==> config.mk <==
export PLATFORM = sky130hd
export DESIGN_NAME = spr_page_dma
export DESIGN_NICKNAME = d
export VERILOG_FILES = /design/src/rtl/spd_pkg.sv /design/src/rtl/spd_ctrl.sv /design/src/rtl/spd_addr.sv /design/src/rtl/spd_hold.sv /design/src/rtl/spr_page_dma.sv
export SDC_FILE = /design/constraint.sdc
export NUM_CORES = 1
export LEC_CHECK = 0
export BUFFER_PORTS_ARGS = -buffer_cell sky130_fd_sc_hd__buf_4
export CORE_ASPECT_RATIO = 0.9
export CORE_MARGIN = 2
export CORE_UTILIZATION = 46
export CTS_CLUSTER_DIAMETER = 30
export CTS_CLUSTER_SIZE = 10
export DETAILED_ROUTE_END_ITERATION = 8
export PLACE_DENSITY = 0.77
export SLEW_MARGIN = 0
export SYNTH_ARGS = -nofsm -noshare
export SYNTH_HDL_FRONTEND = slang
export SYNTH_HIERARCHICAL = 1
export SYNTH_SLANG_ARGS = --single-unit
export TNS_END_PERCENT = 50
==> constraint.sdc <==
create_clock -name clk -period 1.5 [get_ports clk]
set_input_delay 0.075 -clock clk [delete_from_list [all_inputs] [get_ports clk]]
set_output_delay 0.075 -clock clk [all_outputs]
set_load 0.03 [all_outputs]
==> src/rtl/spd_pkg.sv <==
package spd_pkg;

    typedef enum logic [1:0] {
        ST_IDLE,
        ST_ALIGN,
        ST_RD,
        ST_WR
    } spd_state_e;

    typedef struct packed {
        spd_state_e state;
        logic       extra;
        logic       done;
    } spd_ctrl_s;

endpackage

==> src/rtl/spd_ctrl.sv <==
module spd_ctrl
    import spd_pkg::*;
(
    input  logic clk,
    input  logic rst_n,
    input  logic trig_we,
    input  logic odd_cycle,
    input  logic last_byte,
    output logic busy,
    output logic load,
    output logic rd_phase,
    output logic wr_phase,
    output logic done
);

    spd_ctrl_s ctrl_d, ctrl_q;

    always_comb begin
        ctrl_d      = ctrl_q;
        ctrl_d.done = 1'b0;
        unique case (ctrl_q.state)
            ST_IDLE: begin
                if (trig_we) begin
                    ctrl_d.state = ST_ALIGN;
                    ctrl_d.extra = odd_cycle;
                end
            end
            ST_ALIGN: begin
                if (ctrl_q.extra) begin
                    ctrl_d.extra = 1'b0;
                end else begin
                    ctrl_d.state = ST_RD;
                end
            end
            ST_RD: begin
                ctrl_d.state = ST_WR;
            end
            ST_WR: begin
                if (last_byte) begin
                    ctrl_d.state = ST_IDLE;
                    ctrl_d.done  = 1'b1;
                end else begin
                    ctrl_d.state = ST_RD;
                end
            end
            default: begin
                ctrl_d.state = ST_IDLE;
            end
        endcase
    end

    always_ff @(posedge clk) begin
        if (!rst_n) begin
            ctrl_q <= '{state: ST_IDLE, extra: 1'b0, done: 1'b0};
        end else begin
            ctrl_q <= ctrl_d;
        end
    end

    assign busy     = (ctrl_q.state != ST_IDLE);
    assign load     = (ctrl_q.state == ST_IDLE) && trig_we;
    assign rd_phase = (ctrl_q.state == ST_RD);
    assign wr_phase = (ctrl_q.state == ST_WR);
    assign done     = ctrl_q.done;

endmodule

==> src/rtl/spd_addr.sv <==
module spd_addr #(
    parameter int ADDR_W = 16,
    parameter int IDX_W  = 8,
    localparam int PAGE_W = ADDR_W - IDX_W
) (
    input  logic              clk,
    input  logic              rst_n,
    input  logic              load,
    input  logic [PAGE_W-1:0] page_in,
    input  logic              step,
    output logic [ADDR_W-1:0] addr,
    output logic              last_byte
);

    typedef struct packed {
        logic [PAGE_W-1:0] page;
        logic [IDX_W-1:0]  idx;
    } addr_s;

    addr_s addr_d, addr_q;

    always_comb begin
        addr_d = addr_q;
        if (load) begin
            addr_d.page = page_in;
            addr_d.idx  = '0;
        end else if (step) begin
            addr_d.idx = addr_q.idx + 1'b1;
        end
    end

    always_ff @(posedge clk) begin
        if (!rst_n) begin
            addr_q <= '0;
        end else begin
            addr_q <= addr_d;
        end
    end

    assign addr      = {addr_q.page, addr_q.idx};
    assign last_byte = &addr_q.idx;

endmodule

==> src/rtl/spd_hold.sv <==
module spd_hold #(
    parameter int DATA_W = 8
) (
    input  logic              clk,
    input  logic              rst_n,
    input  logic              cap,
    input  logic [DATA_W-1:0] din,
    output logic [DATA_W-1:0] dout
);

    logic [DATA_W-1:0] hold_d, hold_q;

    always_comb begin
        hold_d = hold_q;
        if (cap) begin
            hold_d = din;
        end
    end

    always_ff @(posedge clk) begin
        if (!rst_n) begin
            hold_q <= '0;
        end else begin
            hold_q <= hold_d;
        end
    end

    assign dout = hold_q;

endmodule

==> src/rtl/spr_page_dma.sv <==
module spr_page_dma #(
    parameter int ADDR_W = 16,
    parameter int DATA_W = 8,
    parameter int IDX_W  = 8,
    localparam int PAGE_W = ADDR_W - IDX_W
) (
    input  logic              clk,
    input  logic              rst_n,
    input  logic              trig_we,
    input  logic [PAGE_W-1:0] trig_data,
    input  logic              odd_cycle,
    output logic              cpu_halt,
    output logic [ADDR_W-1:0] bus_addr,
    output logic              bus_rd,
    input  logic [DATA_W-1:0] bus_rdata,
    output logic              spr_we,
    output logic [DATA_W-1:0] spr_wdata,
    output logic              done
);

    logic load, rd_phase, wr_phase, last_byte;

    spd_ctrl ctrl_i (
        .clk       (clk),
        .rst_n     (rst_n),
        .trig_we   (trig_we),
        .odd_cycle (odd_cycle),
        .last_byte (last_byte),
        .busy      (cpu_halt),
        .load      (load),
        .rd_phase  (rd_phase),
        .wr_phase  (wr_phase),
        .done      (done)
    );

    spd_addr #(.ADDR_W(ADDR_W), .IDX_W(IDX_W)) addr_i (
        .clk       (clk),
        .rst_n     (rst_n),
        .load      (load),
        .page_in   (trig_data),
        .step      (wr_phase),
        .addr      (bus_addr),
        .last_byte (last_byte)
    );

    spd_hold #(.DATA_W(DATA_W)) hold_i (
        .clk   (clk),
        .rst_n (rst_n),
        .cap   (rd_phase),
        .din   (bus_rdata),
        .dout  (spr_wdata)
    );

    assign bus_rd = rd_phase;
    assign spr_we = wr_phase;

endmodule

Word-level counts from Yosys, hierarchy flattened. Index checks and enable logic that the tools add are counted.

Bits in writable memories: 0. Output and inout bits: 28. Logic and storage cells: 28. Latch bits: 0. Register bits: 28. Memory bits (read-only): 0. Memories: 0. Bits of input ports: 20.

Eq/ne operators: 5. Bitwise operators: 1. Magnitude comparators: 0. Add/sub/neg operators: 1. $mul: 0. Div/mod/pow operators: 0. Muxes and demuxes: 6. Shift operators: 0. Reductions and logical operators: 9.

Operators by type and width (number): $add 8x1->8 const B (1); $pmux 2 s4 (1); $reduce_and 8->1 (1); $reduce_and 2->1 (3); $eq 2x2->1 const B (2); $mux 2 (2); $ne 2x2->1 const B (2); $reduce_bool 2->1 (2); $mux 3 (1); $eq 2x1->1 const B (1); $logic_not 2->1 (1); $pmux 1 s2 (1); $reduce_or 2->1 (1); $logic_and 1x1->1 (1); $mux 1 (1); $not 1->1 (1).

Depth between registers and ports, before layout. Gate-level depths: netlist of run 1.

Depth in word-level cells: 3. Gate-level depth with buffers: 5. Depth with buffers taken out: 5.

Modules after synthesis. Netlist of run 1, hierarchy kept.

Modules (own cells, without submodules): spd_addr (seq. area each 320.3 um^2, instances 1, cells each 65, area an instance 646.9 um^2); spd_hold (seq. area each 160.2 um^2, instances 1, cells each 25, area an instance 301.5 um^2); spd_ctrl (seq. area each 80.1 um^2, instances 1, cells each 18, area an instance 186.4 um^2).

Worst setup path after synthesis of run 1. No wires, ideal clock.

Path kind: register -> register. Start: register ctrl_i/ctrl_q[2] in the netlist's numbering. End: register addr_i.addr_q (netlist bit addr_i/addr[5]). Clock period less this slack: 1.628 ns. Stages on the path, launching flop included: 6. Path buffers: 1. Data arrival time: 1.558 ns. Data required time: 1.430 ns. Setup time: 0.070 ns. Setup slack: -0.128 ns. Path through: dfxtp_1 -> and2_1 -> buf_2 -> nand4_2 -> or3_1 -> a21oi_1.

Elaborated cells between the ends (all ways): 4. Those cells by class: eq/ne: 1; reduce/logical: 3.

RTL lines: start, declared (RTL line spd_ctrl.sv:16) `spd_ctrl_s ctrl_d, ctrl_q;`; start signal, assigned (RTL line spd_ctrl.sv:54) `ctrl_q <= '{state: ST_IDLE, extra: 1'b0, done: 1'b0};`; start signal, assigned (RTL line spd_ctrl.sv:56) `ctrl_q <= ctrl_d;`; $eq 2x2->1 (RTL line spd_ctrl.sv:63) `assign wr_phase = (ctrl_q.state == ST_WR);`; net spr_we (RTL line spr_page_dma.sv:16) `output logic spr_we,`; end signal, assigned (RTL line spd_addr.sv:36) `addr_q <= addr_d;`; end, declared (RTL line spd_addr.sv:20) `addr_s addr_d, addr_q;`.

The timed path passes the listed nets, and every way through them passes these cells. A chain may end at the register's enable or synchronous reset.

Worst setup path after layout of run 1.
Start: register ctrl_i/ctrl_q[2] in the netlist's numbering. End: output bus_rd.

Longest elaborated chain between the ends: 1.

Ends and longest elaborated chain: $eq 2x2->1 (RTL line spd_ctrl.sv:62) `assign rd_phase = (ctrl_q.state == ST_RD);`; end, declared (RTL line spr_page_dma.sv:14) `output logic bus_rd,`.

No other way between the ends.

==> results of run 1 <==
==> through the flow <==
step / hold slack [ps] / utilization [%]
after floorplan: 203 / -
after global placement: 322 / 63.4
after detailed placement: 337 / 63.4
after CTS: 3.69 / 69.7
after global routing: 6.58 / 70.2
final: 9.78 / 70.2
==> critical path, delay by kind of cell, from the launching register on <==
| kind | cells | cell delay (ps) |
|---|---|---|
| flops | 1 | 430 |
| buf+inv | 2 | 360 |
| simple gates | 1 | 200 |
==> per-layer routing <==
layer | vias up | GRT usage, % | routed length, microns
li1 | 495 | - | -
met1 | 439 | 19.8 | 1050
met2 | 22 | 33.3 | 1320
met3 | 2 | 5.82 | 121
met4 | 0 | 3.57 | 13
met5 | - | 0 | 0
==> registers in the layout, indices dropped and copies added (netlist names) <==
| register | cells |
|---|---|
| addr_i/addr | 16 |
| ctrl_i/done | 1 |
| hold_i/dout | 8 |
| ctrl_i/ctrl_q | 3 |
==> cells in the mapped netlist (2+ instances only) <==
cell type,n,area share (%)
or3_1,3,1.7
a21oi_1,3,1.3
nand4_1,2,1.1
mux2i_1,17,15
buf_2,2,0.88
nand3_1,4,1.8
nand2_1,2,0.66
and2_1,2,1.1
dfxtp_1,28,49
nor2b_1,17,9.4
o21ai_0,3,1.3
nor2_1,6,2.0
o21bai_1,2,1.3
xor2_1,3,2.3
==> cell type report <==
cell class | instances | share of cell area (%)
clock buffers | 3 | 1.33
clock inverters | 1 | 1.78
flip-flops and latches | 28 | 33.4
well taps | 28 | 2.08
repair buffers | 61 | 28.8
multi-input cells | 76 | 32.7
==> kinds of logic (layout without fill, tap and decap cells) <==
logic type / after synthesis / in the layout / share of synthesized area [%]
xor+xnor: 4 / 4 / 3.09
fa+ha+maj: 1 / 1 / 1.10
buf+inv: 4 / 65 / 2.20
mux: 17 / 17 / 15.0
simple gates: 43 / 43 / 22.8
compound gates: 11 / 11 / 6.39
flops: 28 / 28 / 49.4
==> where the power goes <==
part           internal (uW)  switching, uW
clock network            270            212
logic                    165            159
registers                781           27.3
total                   1220            399
==> timing repair <==
item | 4_1_cts | 5_1_grt
hold buffers | 10 | 1
gates resized for setup | 0 | 2
endpoints found under the hold margin | 10 | 1
setup endpoints to repair | 0 | 3
==> worst max path at each step <==
stage | depth (start not counted) | endpoint | startpoint | slack, ps
2_1_floorplan | 5 | addr_i/addr[5] | ctrl_i/ctrl_q[3] | 40
3_3_place_gp | 4 | addr_i/addr[5] | ctrl_i/ctrl_q[2] | 200
3_5_place_dp | 4 | addr_i/addr[7] | ctrl_i/ctrl_q[3] | 120
4_1_cts | 3 | bus_rd | ctrl_i/ctrl_q[2] | 6
5_1_grt | 3 | bus_rd | ctrl_i/ctrl_q[2] | 30
6_report | 3 | bus_rd | ctrl_i/ctrl_q[2] | 110
==> metrics, run 1 <==
commonest non-fill, non-tap cell in the layout=buf_4; Root Buffer=clkbuf_4; EDFF count, synth=0; largest net degree at the start of global routing=23; PD cells=about 960 nW/um^2; Worst Max-Slew Pin Slew=about 300 ps; cts bufs inserted=3; worst hold stages=3; type of element capturing the critical path=output pin; Max Transition Viols Final=0; most used cell, CP=buf_4; r2r startpoint=ctrl_i/ctrl_q[3]; Via Count=roughly 960; starting density of the core=roughly 47%; placed inst area=roughly 1500 sq um; hpwl dp=1.78 mm; Synth Net Count=approximately 130; Cell Area, Synth=~1100 sq um; die area=a little under 3000 sq um; peak supply drop=between 0.0008 and 0.0009 V; multi-input gate area in the final layout=552 sq um; drt pass-1 iters=4; Reg2Reg Capture Point=addr_i/addr[5]; Hold Path Class=in -> reg; Final Non-Filler Cells=roughly 200; final WL=roughly 2.5 mm; Initial DRC Count=2; clock sink count=28; status=complete, no violations; IO Port Bufs=47; Final min period=roughly 1400 ps; Mapped Cells=between 100 and 150; Layout Nets=~190; FF/Latch Area=563 sq um; chip width=between 50 and 60 microns; initial antenna violation count=0; final instance area=between 1500 and 2000 sq um; worst-case reg-to-reg path depth=4; CTS tree=done; clock-pin slew on the worst setup and hold paths=around 150 ps; startpoint types=flop; Worst-Skew Late Latency=320 ps; ANT cells=0; register area share after synthesis=around half; DR DRC count=0; asr flop ratio synth=0%; Fin Setup TNS=0 ps; GRT Total Usage=17.8%; slowest cell on the critical path=dfxtp_2; detailed-route wire length per cell=between 10 and 15 microns; Syn Area/Cell=10.5 sq um; min-delay src=bus_rdata[0]; H-tree depth=1; routed vias/inst=4.86; critical-path cell list=and2b_1 -> buf_4 -> buf_4; Area growth syn-to-layout=48.7%; Arrival @ worst endpoint=1310 ps; Max Cap Viol=0; Setup WS pre-CTS=115 ps; Crit path largest cell delay=between 400 and 500 ps; number of global-route vias before repair=roughly 900; total power=between 1500 and 2000 uW; Yosys reg bits=28; fin crit share=between 90% and 100%; commonest cells after routing, fill and taps aside=buf_4, dfxtp_1, mux2i_1, nor2b_1, dlygate4sd3_1; # fillers=193; Hold Fails Final Rpt=0; Req. time, crit path=1420 ps; slew margin rel.=between 80% and 90%; routability-driven placement congestion ratio=roughly 0.75; placed cell count=182; Final ANT Viol Nets=0; Crit Path Category=reg -> out; hold endpoint=hold_i/dout[0]; share of cells above drive strength 1=35.5%; Clock Skews=8.96 ps; final setup fails=0; grt ovf=0; number of synthesis warnings=6; worst reg2reg setup slack=approximately 180 ps; Core Box Area=2400 sq um; row count=17; RSZ-0062 raised after global routing=no; Max Root-Sink Buffers=2; Leak Pwr=0.000740 uW; post-CTS setup repair buffer count=0; Ports=48; Crit Path Max Fanout=9; Final WS setup=~110 ps; Unique masters post-synth=28; top_reg_cell synth=dfxtp_1; Fmax achieved=between 700 and 800 MHz; first-pass GRT wire length=between 3 and 4 mm; die height=a little over 50 microns
Power figures use the tool's default switching activity.
==> run 2: changes to the inputs <==
--- a/config.mk
+++ b/config.mk
@@ -6,7 +6,7 @@
 export NUM_CORES = 1
 export LEC_CHECK = 0
 export BUFFER_PORTS_ARGS = -buffer_cell sky130_fd_sc_hd__buf_4
-export CORE_ASPECT_RATIO = 0.9
+export CORE_ASPECT_RATIO = 1.25
 export CORE_MARGIN = 2
 export CORE_UTILIZATION = 46
 export CTS_CLUSTER_DIAMETER = 30
==> run 2 against run 1 <==
- global-route usage decreased by 1.5 points
- sequential cell count unchanged
- routed wire length down 4.3%
- first-iteration DRC count rose to 2.5 times the previous value
- die area about the same
- non-clock buffer count decreased by 7
- clock-buffer cell count up 1
- critical path depth unchanged
- sequential share of layout area increased by 1.7 points
- largest power group unchanged
- highest routed layer unchanged
==> metrics, run 2 (synthesis results as in run 1) <==
first-pass GRT wire length=3.67 mm; # fillers=213; Setup WS pre-CTS=roughly 97 ps; switching share of power=26.7%; Crit Path Max Fanout=9; internal power=1080 uW; Via Count=around 950; ANT cells=0; Layout Nets=184; Max Transition Viols Final=0; Arrival @ worst endpoint=between 1000 and 1500 ps; Hold Fails Final Rpt=0; logic gate share of total power=between 20% and 30%; CP Launch Point=ctrl_i/ctrl_q[2]; Root Buffer=clkbuf_4; PD cells=approximately 920 nW/um^2; commonest cells after routing, fill and taps aside=buf_4, dfxtp_1, mux2i_1, nor2b_1, nor2_1; Initial DRC Count=5; multi-input gate area in the final layout=552 sq um; Worst-Skew Late Latency=between 300 and 400 ps; Area growth syn-to-layout=41.5%; final setup fails=0; routed vias/inst=4.85; status=complete, no violations; Leak Pwr=slightly above 0.0007 uW; Fmax achieved=about 730 MHz; Final ANT Viol Nets=0; DR DRC count=0; worst-case reg-to-reg path depth=4; grt ovf=0; Final Non-Filler Cells=just under 200; IO Port Bufs=47; r2r startpoint=ctrl_i/ctrl_q[2]; share of cells above drive strength 1=~38%; commonest non-fill, non-tap cell in the layout=buf_4; max FFs per register=16; placed cell count=188; routability-driven placement congestion ratio=~0.64; Ports=48; Max Cap Viol=0; initial antenna violation count=0; startpoint types=flop; Core Box Area=2380 sq um; final WL=between 2 and 2.5 mm; Max Root-Sink Buffers=2; hpwl dp=around 1.7 mm; largest net degree at the start of global routing=23; detailed-route wire length per cell=approximately 12 microns; Worst Max-Slew Pin Slew=291 ps; Seq pwr share=a little over half; Switch Pwr=roughly 400 uW; clock sink count=28; number of global-route vias before repair=roughly 850; H-tree depth=1; die height=just under 60 microns; Crit Path Category=reg -> out; die area=2880 sq um; Hold Path Class=in -> reg; cts bufs inserted=3; Clk network pwr share=between 20% and 30%; CTS tree=done; Clock Skews=between 3 and 4 ps; Hold WS=between 3 and 4 ps; peak supply drop=0.000569 V; FF/Latch Area=~560 sq um; worst reg2reg setup slack=around 180 ps; Req. time, crit path=1420 ps; type of element capturing the critical path=output pin; Final WS setup=130 ps; starting density of the core=approximately 48%; GRT Total Usage=approximately 16%; drt pass-1 iters=3; slew margin rel.=a little over 80%; Final min period=roughly 1400 ps; RSZ-0062 raised after global routing=no; Reg2Reg Capture Point=addr_i/addr[5]; Critical Path End=bus_rd; clock-pin slew on the worst setup and hold paths=between 100 and 150 ps; row count=20; chip width=a little under 50 microns; Fin Setup TNS=0 ps; fin crit share=roughly nine tenths
-- run 2: cell count changes in the layout (fill, tap and decap cells not counted) --
cell / previous run / this run
dlygate4sd3_1: 11 / 3
buf_4: 50 / 51
bufinv_16: 1 / 0
clkbuf_8: 0 / 1
-- run 2: how the worst min path moves through the flow --
stage,startpoint,end,slack (ps),cells after the start
6_report,bus_rdata[4],hold_i/dout[4],4,3
5_1_grt,bus_rdata[5],hold_i/dout[5],8,3
4_1_cts,bus_rdata[7],hold_i/dout[7],4,3
3_5_place_dp,odd_cycle,ctrl_i/ctrl_q[1],340,2
3_3_place_gp,odd_cycle,ctrl_i/ctrl_q[1],330,2
2_1_floorplan,rst_n,addr_i/addr[10],200,1
-- run 2: metal layers --
layer  track usage (%)  up-vias  wire (microns)
li1                  -      480               -
met1              18.9      423            1000
met2              29.4       37            1170
met3              3.79        6             175
met4              6.53        0              44
met5                 0        -               0
-- run 2: critical path, cell delays in order (launching register included) --
cell     delay [ps]
dfxtp_2         420
and2b_1         200
buf_4           180
buf_4           180
-- run 2: area by class of cell --
class / count / share of cell area, %
clock buffer: 4 / 2.26
multi-input combinational: 76 / 34.4
sequential: 28 / 35.1
tap: 33 / 2.57
timing repair buffer: 54 / 25.7
-- run 2: power by group through the flow --
stage               sequential [uW]  combinational [uW]  clock (uW)
floorplan                       875                 126           0
global placement                819                 298           0
detailed placement              821                 303           0
CTS                             805                 307         369
global route                    811                 328         404
finish                          806                 307         362
-- run 2: what timing repair did --
action                                  4_1_cts  5_1_grt
endpoints found under the setup margin        0        2
buffers inserted                              0        0
hold endpoints to repair                      2        1
hold buffers                                  2        1
resized for setup                             0        2
-- run 2: metrics by stage --
stage	cell area (sq um)	total power, uW	utilization, %
after floorplan	1140	1000	-
after global placement	1540	1120	64.6
after detailed placement	1540	1120	64.6
after CTS	1590	1480	67.0
after global routing	1610	1540	67.5
final	1610	1470	67.5
